$ cat config.mk
export PLATFORM = sky130hd
export DESIGN_NAME = i2cm_engine
export DESIGN_NICKNAME = d
export VERILOG_FILES = /design/src/rtl/i2cm_pkg.sv /design/src/rtl/i2cm_divider.sv /design/src/rtl/i2cm_seq.sv /design/src/rtl/i2cm_status.sv /design/src/rtl/i2cm_engine.sv
export SDC_FILE = /design/constraint.sdc
export NUM_CORES = 1
export LEC_CHECK = 0
export ABC_AREA = 1
export BUFFER_PORTS_ARGS = -buffer_cell sky130_fd_sc_hd__clkbuf_2
export CORE_MARGIN = 5
export CORE_UTILIZATION = 50
export DETAILED_ROUTE_END_ITERATION = 10
export GPL_ROUTABILITY_DRIVEN = 0
export GPL_TIMING_DRIVEN = 0
export PLACE_DENSITY = 0.83
export SETUP_SLACK_MARGIN = 0.4
export SYNTH_ARGS = -nofsm -noshare
export SYNTH_HDL_FRONTEND = slang
export SYNTH_HIERARCHICAL = 1
export SYNTH_SLANG_ARGS = --single-unit
$ cat constraint.sdc
create_clock -name clk -period 2.64 [get_ports clk]
set_clock_uncertainty 0.1 [all_clocks]
set_input_delay 0.132 -clock clk [delete_from_list [all_inputs] [get_ports clk]]
set_output_delay 0.132 -clock clk [all_outputs]
set_load 0.01 [all_outputs]
$ cat src/rtl/i2cm_pkg.sv
package i2cm_pkg;

    localparam int BYTE_W    = 8;
    localparam int SLOT_W    = 4;
    localparam int ACK_SLOT  = BYTE_W;

    typedef logic [SLOT_W-1:0] slot_t;
    typedef logic [1:0]        phase_t;

    localparam phase_t PH_LOW_A  = 2'd0;
    localparam phase_t PH_LOW_B  = 2'd1;
    localparam phase_t PH_HIGH_A = 2'd2;
    localparam phase_t PH_HIGH_B = 2'd3;

    typedef enum logic [2:0] {
        ST_IDLE,
        ST_START,
        ST_HOLD,
        ST_BYTE,
        ST_STOP
    } seq_state_e;

    typedef enum logic {
        DIR_TX,
        DIR_RX
    } byte_dir_e;

    typedef struct packed {
        logic scl_low;
        logic sda_low;
    } bus_drive_t;

    typedef struct packed {
        logic byte_end;
        logic ack_valid;
        logic ack_nack;
    } seq_event_t;

    // SCL level for a given sequencer state and quarter of the bit time
    function automatic logic scl_low_for(seq_state_e st, phase_t ph);
        logic low;
        case (st)
            ST_START: low = (ph == PH_HIGH_B);
            ST_HOLD:  low = 1'b1;
            ST_BYTE,
            ST_STOP:  low = (ph[1] == 1'b0);
            default:  low = 1'b0;
        endcase
        return low;
    endfunction

endpackage

$ cat src/rtl/i2cm_divider.sv
module i2cm_divider #(
    parameter int QUARTER_DIV = 125
) (
    input  logic clk,
    input  logic rst,
    input  logic run,
    output logic tick
);
    localparam int CW = (QUARTER_DIV > 1) ? $clog2(QUARTER_DIV) : 1;
    localparam logic [CW-1:0] LAST = CW'(QUARTER_DIV - 1);

    logic [CW-1:0] cnt_q;

    assign tick = run && (cnt_q == LAST);

    always_ff @(posedge clk) begin
        if (rst || !run) begin
            cnt_q <= '0;
        end else if (tick) begin
            cnt_q <= '0;
        end else begin
            cnt_q <= cnt_q + 1'b1;
        end
    end

    generate
        if (QUARTER_DIV > 1) begin : g_gap_check
            AST_TICK_GAP: assert property (@(posedge clk) disable iff (rst)
                $past(tick) |-> !tick);
        end
    endgenerate

endmodule

$ cat src/rtl/i2cm_seq.sv
module i2cm_seq
    import i2cm_pkg::*;
(
    input  logic              clk,
    input  logic              rst,
    input  logic              tick,
    input  logic              cmd_start,
    input  logic              cmd_stop,
    input  logic              data_wr,
    input  logic [BYTE_W-1:0] data_wdata,
    input  logic              data_rd,
    input  logic              rx_last,
    input  logic              sda_in,
    output logic              run,
    output bus_drive_t        bus_o,
    output seq_event_t        ev_o,
    output logic [BYTE_W-1:0] rx_byte,
    output logic              session
);
    seq_state_e        st_q;
    phase_t            ph_q;
    slot_t             slot_q;
    byte_dir_e         dir_q;
    logic [BYTE_W-1:0] shreg_q;
    logic [BYTE_W-1:0] rx_q;
    logic              sda_low_q;
    logic              last_q;

    logic data_slot;
    logic ack_slot;

    assign data_slot = (slot_q < slot_t'(ACK_SLOT));
    assign ack_slot  = (slot_q == slot_t'(ACK_SLOT));

    assign run     = (st_q == ST_START) || (st_q == ST_BYTE) || (st_q == ST_STOP);
    assign session = (st_q != ST_IDLE);
    assign rx_byte = rx_q;

    assign bus_o.scl_low = scl_low_for(st_q, ph_q);
    assign bus_o.sda_low = sda_low_q;

    assign ev_o.byte_end  = (st_q == ST_BYTE) && tick && (ph_q == PH_HIGH_B) && ack_slot;
    assign ev_o.ack_valid = (st_q == ST_BYTE) && tick && (ph_q == PH_HIGH_A) && ack_slot
                            && (dir_q == DIR_TX);
    assign ev_o.ack_nack  = sda_in;

    always_ff @(posedge clk) begin
        if (rst) begin
            st_q      <= ST_IDLE;
            ph_q      <= PH_LOW_A;
            slot_q    <= '0;
            dir_q     <= DIR_TX;
            shreg_q   <= '0;
            rx_q      <= '0;
            sda_low_q <= 1'b0;
            last_q    <= 1'b0;
        end else begin
            case (st_q)
                ST_IDLE: begin
                    ph_q <= PH_LOW_A;
                    if (cmd_start) begin
                        st_q <= ST_START;
                    end
                end
                ST_START: begin
                    if (tick) begin
                        ph_q <= ph_q + 1'b1;
                        if (ph_q == PH_LOW_B) begin
                            sda_low_q <= 1'b1;
                        end
                        if (ph_q == PH_HIGH_B) begin
                            st_q <= ST_HOLD;
                        end
                    end
                end
                ST_HOLD: begin
                    ph_q   <= PH_LOW_A;
                    slot_q <= '0;
                    if (cmd_stop) begin
                        st_q <= ST_STOP;
                    end else if (data_wr) begin
                        st_q    <= ST_BYTE;
                        dir_q   <= DIR_TX;
                        shreg_q <= data_wdata;
                    end else if (data_rd) begin
                        st_q   <= ST_BYTE;
                        dir_q  <= DIR_RX;
                        last_q <= rx_last;
                    end
                end
                ST_BYTE: begin
                    if (tick) begin
                        ph_q <= ph_q + 1'b1;
                        case (ph_q)
                            PH_LOW_A: begin
                                if (data_slot) begin
                                    if (dir_q == DIR_TX) begin
                                        sda_low_q <= ~shreg_q[BYTE_W-1];
                                        shreg_q   <= {shreg_q[BYTE_W-2:0], 1'b0};
                                    end else begin
                                        sda_low_q <= 1'b0;
                                    end
                                end else begin
                                    sda_low_q <= (dir_q == DIR_RX) && !last_q;
                                end
                            end
                            PH_HIGH_A: begin
                                if (data_slot && (dir_q == DIR_RX)) begin
                                    shreg_q <= {shreg_q[BYTE_W-2:0], sda_in};
                                end
                            end
                            PH_HIGH_B: begin
                                if (ack_slot) begin
                                    st_q   <= ST_HOLD;
                                    slot_q <= '0;
                                    if (dir_q == DIR_RX) begin
                                        rx_q <= shreg_q;
                                    end
                                end else begin
                                    slot_q <= slot_q + 1'b1;
                                end
                            end
                            default: ;
                        endcase
                    end
                end
                ST_STOP: begin
                    if (tick) begin
                        ph_q <= ph_q + 1'b1;
                        if (ph_q == PH_LOW_A) begin
                            sda_low_q <= 1'b1;
                        end
                        if (ph_q == PH_HIGH_A) begin
                            sda_low_q <= 1'b0;
                        end
                        if (ph_q == PH_HIGH_B) begin
                            st_q <= ST_IDLE;
                        end
                    end
                end
                default: st_q <= ST_IDLE;
            endcase
        end
    end

    AST_SDA_STEADY_SCL_HIGH: assert property (@(posedge clk) disable iff (rst)
        (st_q == ST_BYTE && $past(st_q == ST_BYTE) && !bus_o.scl_low && $past(!bus_o.scl_low))
        |-> $stable(bus_o.sda_low));

    AST_IDLE_RELEASED: assert property (@(posedge clk) disable iff (rst)
        (st_q == ST_IDLE) |-> (!bus_o.scl_low && !bus_o.sda_low));

    AST_BYTE_NEEDS_ACCESS: assert property (@(posedge clk) disable iff (rst)
        (st_q == ST_BYTE && $past(st_q != ST_BYTE))
        |-> ($past(st_q == ST_HOLD) && $past(data_wr || data_rd)));

    AST_SLOT_RANGE: assert property (@(posedge clk) disable iff (rst)
        slot_q <= slot_t'(ACK_SLOT));

endmodule

$ cat src/rtl/i2cm_status.sv
module i2cm_status
    import i2cm_pkg::*;
(
    input  logic       clk,
    input  logic       rst,
    input  seq_event_t ev_i,
    input  logic       done_clr,
    output logic       done,
    output logic       nack
);
    logic done_q;
    logic nack_q;

    assign done = done_q;
    assign nack = nack_q;

    always_ff @(posedge clk) begin
        if (rst) begin
            done_q <= 1'b0;
            nack_q <= 1'b0;
        end else begin
            if (ev_i.byte_end) begin
                done_q <= 1'b1;
            end else if (done_clr) begin
                done_q <= 1'b0;
            end
            if (ev_i.ack_valid) begin
                nack_q <= ev_i.ack_nack;
            end
        end
    end

    AST_DONE_HAS_CAUSE: assert property (@(posedge clk) disable iff (rst)
        $rose(done_q) |-> $past(ev_i.byte_end));

    AST_DONE_HOLDS: assert property (@(posedge clk) disable iff (rst)
        ($past(done_q) && !$past(done_clr)) |-> done_q);

endmodule

$ cat src/rtl/i2cm_engine.sv
module i2cm_engine
    import i2cm_pkg::*;
#(
    parameter int QUARTER_DIV = 125
) (
    input  logic       clk,
    input  logic       rst,
    input  logic       cmd_start,
    input  logic       cmd_stop,
    input  logic       rx_last,
    input  logic       data_wr,
    input  logic [7:0] data_wdata,
    input  logic       data_rd,
    output logic [7:0] data_rdata,
    input  logic       done_clr,
    output logic       done,
    output logic       nack,
    output logic       session,
    output logic       busy,
    output logic       scl_drive_low,
    output logic       sda_drive_low,
    input  logic       sda_in
);
    logic       run;
    logic       tick;
    bus_drive_t bus;
    seq_event_t ev;

    i2cm_divider #(.QUARTER_DIV(QUARTER_DIV)) u_div (
        .clk  (clk),
        .rst  (rst),
        .run  (run),
        .tick (tick)
    );

    i2cm_seq u_seq (
        .clk        (clk),
        .rst        (rst),
        .tick       (tick),
        .cmd_start  (cmd_start),
        .cmd_stop   (cmd_stop),
        .data_wr    (data_wr),
        .data_wdata (data_wdata),
        .data_rd    (data_rd),
        .rx_last    (rx_last),
        .sda_in     (sda_in),
        .run        (run),
        .bus_o      (bus),
        .ev_o       (ev),
        .rx_byte    (data_rdata),
        .session    (session)
    );

    i2cm_status u_stat (
        .clk      (clk),
        .rst      (rst),
        .ev_i     (ev),
        .done_clr (done_clr),
        .done     (done),
        .nack     (nack)
    );

    assign busy          = run;
    assign scl_drive_low = bus.scl_low;
    assign sda_drive_low = bus.sda_low;

endmodule

Word level (Yosys, flattened, before mapping):

Index checks and enable logic that the tools add are counted.

* output and inout bits: 14
* logic and storage cells: 123
* register bits: 37

* equality and inequality tests: 28
* bitwise operators: 5
* reductions and logical operators: 34
* $add $sub $neg: 3
* $lt $le $gt $ge: 1
* muxes and demuxes: 41

Operators with widths (count)
* 2-to-1 mux 8 bit: 6
* 2-to-1 mux 3 bit: 11
* case mux 8 bit (2 select lines): 2
* != test 2 bit, second input constant: 8
* case mux 3 bit (5 select lines): 1
* 2-to-1 mux 1 bit: 13
* 2-to-1 mux 4 bit: 3
* != test 3 bit, second input constant: 4
* != test 2 x 1 -> 1 bit, second input constant: 5
* logical AND 1 bit: 9
* AND reduction 9 bit: 1
* case mux 4 bit (2 select lines): 1
* AND reduction 8 bit: 1
* nonzero test 2 bit: 4
* adder 7 x 1 -> 7 bit, second input constant: 1
* equality test 7 bit, second input constant: 1
* AND reduction 7 bit: 1
* equality test 3 x 2 -> 1 bit, second input constant: 2
* case mux 1 bit (3 select lines): 2
* AND reduction 3 bit: 2
* nonzero test 3 bit: 2
* OR reduction 2 bit: 3
* inverter 1 bit: 5
* AND reduction 5 bit: 1
* 19 further kinds: 23

Longest topological paths before layout:

* depth after elaboration: 8
* depth in mapped cells: 14
* depth with buffers taken out: 13

By module:

Netlist, hierarchy kept.

By module, submodules not included
* i2cm_seq: cells each 276, area each 1784.2 µm², times used 1
* i2cm_divider: cells each 43, area each 339.1 µm², times used 1
* i2cm_status: cells each 10, area each 76.3 µm², times used 1

Worst setup path before layout:

OpenSTA, ideal clock, no wires.

* path type: register to register
* from: register u_seq.st_q[1]
* to: register u_stat.nack_q (netlist: u_stat/nack)
* setup time: 0.066 ns
* period minus slack after synthesis: 1.988 ns
* stages on the path, launching flop included: 12
* data arrival time: 1.822 ns
* slack: 0.652 ns
* path through: dfxtp_1 buf_4 nor2_2 nand2_2 nand2_2 nand3_2 inv_1 clkbuf_1 inv_1 nor4_1 nand2_1 a21oi_2

RTL lines
* from (decl): RTL line i2cm_seq.sv:20 `seq_state_e st_q;`
* from (signal assigned): RTL line i2cm_seq.sv:49 `st_q <= ST_IDLE;`
* from (signal assigned): RTL line i2cm_seq.sv:62 `st_q <= ST_START;`
* from (signal assigned): RTL line i2cm_seq.sv:72 `st_q <= ST_HOLD;`
* to (signal assigned): RTL line i2cm_status.sv:28 `nack_q <= ev_i.ack_nack;`
* to (decl): RTL line i2cm_status.sv:12 `logic nack_q;`

Worst setup path in the final report:

* from: register u_seq.st_q[1]
* to: register u_seq.shreg_q[7]

* word-level cells in the longest chain between the ends: 6
* elaborated cells between the ends (all ways): 17
* classes of those cells: eq/ne (11); mux (1); reduce/logical (5)

RTL lines
* equality test 3 x 1 -> 1 bit / equality test 3 x 2 -> 1 bit (equally long branches): RTL line i2cm_seq.sv:35 `assign run = (st_q == ST_START) || (st_q == ST_BYTE) || (st_q == ST_STOP);`
* logical OR 1 bit: RTL line i2cm_seq.sv:35
* logical OR 1 bit (*): RTL line i2cm_seq.sv:35
* logical AND 1 bit (*): RTL line i2cm_divider.sv:14 `assign tick = run && (cnt_q == LAST);`
* via tick: RTL line i2cm_engine.sv:25 `logic tick;`
* != test 2 x 1 -> 1 bit (no line) (*)
* AND reduction 8 bit (no line) (*)
* to (signal assigned): RTL line i2cm_seq.sv:84 `shreg_q <= data_wdata;`
* to (signal assigned): RTL line i2cm_seq.sv:99 `shreg_q <= {shreg_q[BYTE_W-2:0], 1'b0};`
* to (signal assigned): RTL line i2cm_seq.sv:109 `shreg_q <= {shreg_q[BYTE_W-2:0], sda_in};`
* to (decl): RTL line i2cm_seq.sv:24 `logic [BYTE_W-1:0] shreg_q;`

Mark *: on every way through the listed nets, which the timed path passes. The rest lies on a longest branch.
A chain may end at the register's enable or synchronous reset.

==> flow_metrics.env <==
export IMPL_status="finished clean"
export IMPL_power_w=0.00214
export IMPL_antennaDiodeCount=0
export IMPL_critPathMaxStageDelay_ns=0.34
export IMPL_critPathKind="reg -> reg"
export IMPL_cp_slowest_cell="dfxtp_1"
export IMPL_min_from="data_wr"
export IMPL_final_cell_mix="83 x nand2_1, 52 x nor2_1, 40 x inv_1, 37 x dfxtp_1"
export IMPL_power_leakage_nw=1.22
export IMPL_die_h_um=76.3
export IMPL_drive_gt1_share_pct=19.1
export IMPL_grt_overflow=0
export IMPL_reg2reg_to="u_seq/shreg_q[7]"
export IMPL_setup_violations=0
export IMPL_io_buffers=30
export IMPL_dr_pass1_iters=4
export IMPL_p_int_w=0.00122
export IMPL_via_count=2150
export IMPL_grt_pass1_vias=1929
export IMPL_yosys_area_share_adder_pct=4.55
export IMPL_area_growth_pct=16.8
export IMPL_ant_nets=0
export IMPL_dp_cells=411
export IMPL_power_density_nw_per_um2=832
export IMPL_holdPathEnd="u_seq/last_q"
export IMPL_detail_route_wl_per_cell_um=11.3
export IMPL_cts_tree="built"
export IMPL_cap_violations=0
export IMPL_path_max_fanout=10
export IMPL_worst_slew_pin_slew_ns=0.495
export IMPL_clock_sinks=37
export IMPL_p_sw_w=0.000922
export IMPL_period_share_pct=78.1
export IMPL_finalSetupTns_ns=0
export IMPL_fin_cells=424
export IMPL_syn_area_sq_um=2200
export IMPL_totalWireLength_mm=4.81
export IMPL_synth_xor_area_share_pct=1.19
export IMPL_worstSetupStartpointType="flop"
export IMPL_synth_top_family_by_area="simple AND/OR/NAND/NOR gates"
export IMPL_reg2regPathDepth=13
export IMPL_hold_depth=3
export IMPL_grt_start_max_net_pins=12
export IMPL_final_util_pct=59.4
export IMPL_synth_avg_cell_area_sq_um=6.69
export IMPL_synth_seq_cells=37
export IMPL_synth_distinct_cells=31
export IMPL_path_clk_slew_ns=0.08
export IMPL_die_x_um=76.3
export IMPL_endpoint_kind="flop"
export IMPL_critPathRequiredTime_ns=2.76
export IMPL_via_per_inst=5.07
export IMPL_ir_drop_mv=0.362
export IMPL_cts_max_path_buffers=2
export IMPL_coreArea_sq_um=4320
export IMPL_synth_compound_area_share_pct=6.77
export IMPL_initial_core_util_pct=50.9
export IMPL_finalCriticalPeriod_ns=2.06
export IMPL_io_pins=31
export IMPL_synth_warning_count=6
export IMPL_track_usage_pct=17.0
export IMPL_die_area_sq_um=5830
export IMPL_path_cells="buf_4 -> nor2_4 -> nand2_2 -> nand2_4 -> nand3_2 -> inv_1 -> clkbuf_4 -> nand4_1 -> nand2_1 -> nand2_2 -> nor2_4 -> nor2_1 -> nor2_1"
export IMPL_placed_area_sq_um=2410
export IMPL_slew_violations=0
export IMPL_netlist_instances=329
export IMPL_dp_hpwl_mm=3.60
export IMPL_p_comb_share_pct=49.3
export IMPL_fmax_mhz=485
export IMPL_hold_viol_final=0
export IMPL_synth_net_count=354
export IMPL_pwr_share_seq_pct=32.6
export IMPL_arrival_ns=2.18
export IMPL_finalNetCount=396
export IMPL_p_clk_share_pct=18.1
export IMPL_cts_root_buf="clkbuf_8"
export IMPL_clock_latency_ns=0.29
export IMPL_htree_levels=2
export IMPL_r2r_slack_ns=0.58
export IMPL_switching_share_pct=43.1
export IMPL_layout_commonest_cell="nand2_1"
export IMPL_synth_simple_area_share_pct=42.6
export IMPL_drtIter0Drc=157
export IMPL_holdCritPathClass="in -> reg"
export IMPL_cts_inserted_buffers=5
export IMPL_reg2reg_from="u_seq/st_q[1]"
export IMPL_post_route_drc_count=0
export IMPL_num_rows=24
export IMPL_synth_area_mux_share_pct=0
export IMPL_stdcell_area_sq_um=2570
export IMPL_grt_setup_unrepaired="false"
export IMPL_ys_seq_area_share_pct=33.7
export IMPL_antenna_found_initial=0
export IMPL_slew_headroom_pct=67.0
export IMPL_grt_pass1_wl_mm=8.38
==> synthesized netlist by cell type (all sizes together) <==
cell type,instances,area (sq um)
xor2,2,17.5
clkbuf,3,11.3
nand3,32,170
o311ai,1,8.76
o21ai,8,40.0
dfxtp,37,741
xnor2,1,8.76
nor3,2,10.0
ha,8,100
nor4,1,6.26
or2,1,6.26
clkinv,3,11.3
nand2,91,372
nand3b,1,7.51
o21bai,1,7.51
nor2,60,297
a21oi,17,92.6
buf,7,63.8
nand4,11,68.8
inv,42,160
==> power groups by stage <==
stage / registers [W] / clock network [W] / logic [W]
finish: 0.000697 / 0.000387 / 0.00105
global route: 0.000707 / 0.000430 / 0.00119
CTS: 0.000697 / 0.000401 / 0.000994
detailed placement: 0.000709 / 0 / 0.000988
global placement: 0.000706 / 0 / 0.000967
floorplan: 0.000695 / 0 / 0.000785
==> stage by stage <==
step	hold slack, ns	worst slack, ns
2_1_floorplan	0.0944	0.652
3_3_place_gp	0.267	0.444
3_5_place_dp	0.272	0.406
4_1_cts	0.00742	0.475
5_1_grt	0.0197	0.400
6_report	0.0154	0.578
==> final cells by class <==
type / count / area (sq um)
tap: 52 / 65.1
inverter: 45 / 178
buffer: 10 / 78.8
multi-input combinational: 237 / 1230
timing repair buffer: 35 / 195
clock inverter: 2 / 10.0
fill: 420 / 1750
clock buffer: 6 / 72.6
sequential: 37 / 741
==> how the worst max path moves through the flow <==
stage                  startpoint               end  slack [ns]  cells past startpoint
finish              u_seq/st_q[1]  u_seq/shreg_q[7]        0.58                     13
global route        u_seq/st_q[1]  u_seq/shreg_q[7]        0.40                     13
CTS                 u_seq/st_q[1]  u_seq/shreg_q[7]        0.47                     13
detailed placement  u_seq/st_q[1]  u_seq/shreg_q[7]        0.41                     13
global placement    u_seq/st_q[1]  u_seq/rx_byte[4]        0.44                     12
floorplan           u_seq/st_q[1]       u_stat/nack        0.65                     11
==> layer usage <==
metal | part of all wire [%] | up-vias | track usage, %
met2 | 49 | 48 | 28.1
met1 | 44 | 974 | 21.1
li1 | - | 1121 | -
met4 | 1.1 | 0 | 5.59
met5 | 0 | - | 0
met3 | 5.6 | 7 | 4.73
==> flip-flops by register name, summed over array words and instances (netlist names) <==
| name | cells |
|---|---|
| u_seq/dir_q | 1 |
| u_seq/sda_low_q | 1 |
| u_stat/done | 1 |
| u_seq/slot_q | 4 |
| u_seq/ph_q | 2 |
| u_seq/st_q | 3 |
| u_seq/rx_byte | 8 |
| u_seq/last_q | 1 |
| u_div/cnt_q | 7 |
| u_seq/shreg_q | 8 |
| u_stat/nack | 1 |
==> logic make-up after synthesis <==
group / count (synthesis)
flops: 37
simple gates: 199
fa+ha+maj: 8
buf+inv: 55
compound gates: 27
xor+xnor: 3
==> worst max-delay path, delay by kind of cell, from the launching register on <==
kind	cells	cell delay, ns
buffers and inverters	3	0.41
and+or+nand+nor	10	1.14
DFF	1	0.34
==> repair_timing <==
| action | in CTS | in global routing |
|---|---|---|
| hold buffers | 3 | 0 |
| pin swaps | 0 | 2 |
| endpoints found under the hold margin | 3 | 0 |
| setup endpoints to repair | 16 | 22 |
| setup buffers | 0 | 2 |
| resized for setup | 1 | 7 |
Power figures use the tool's default switching activity.
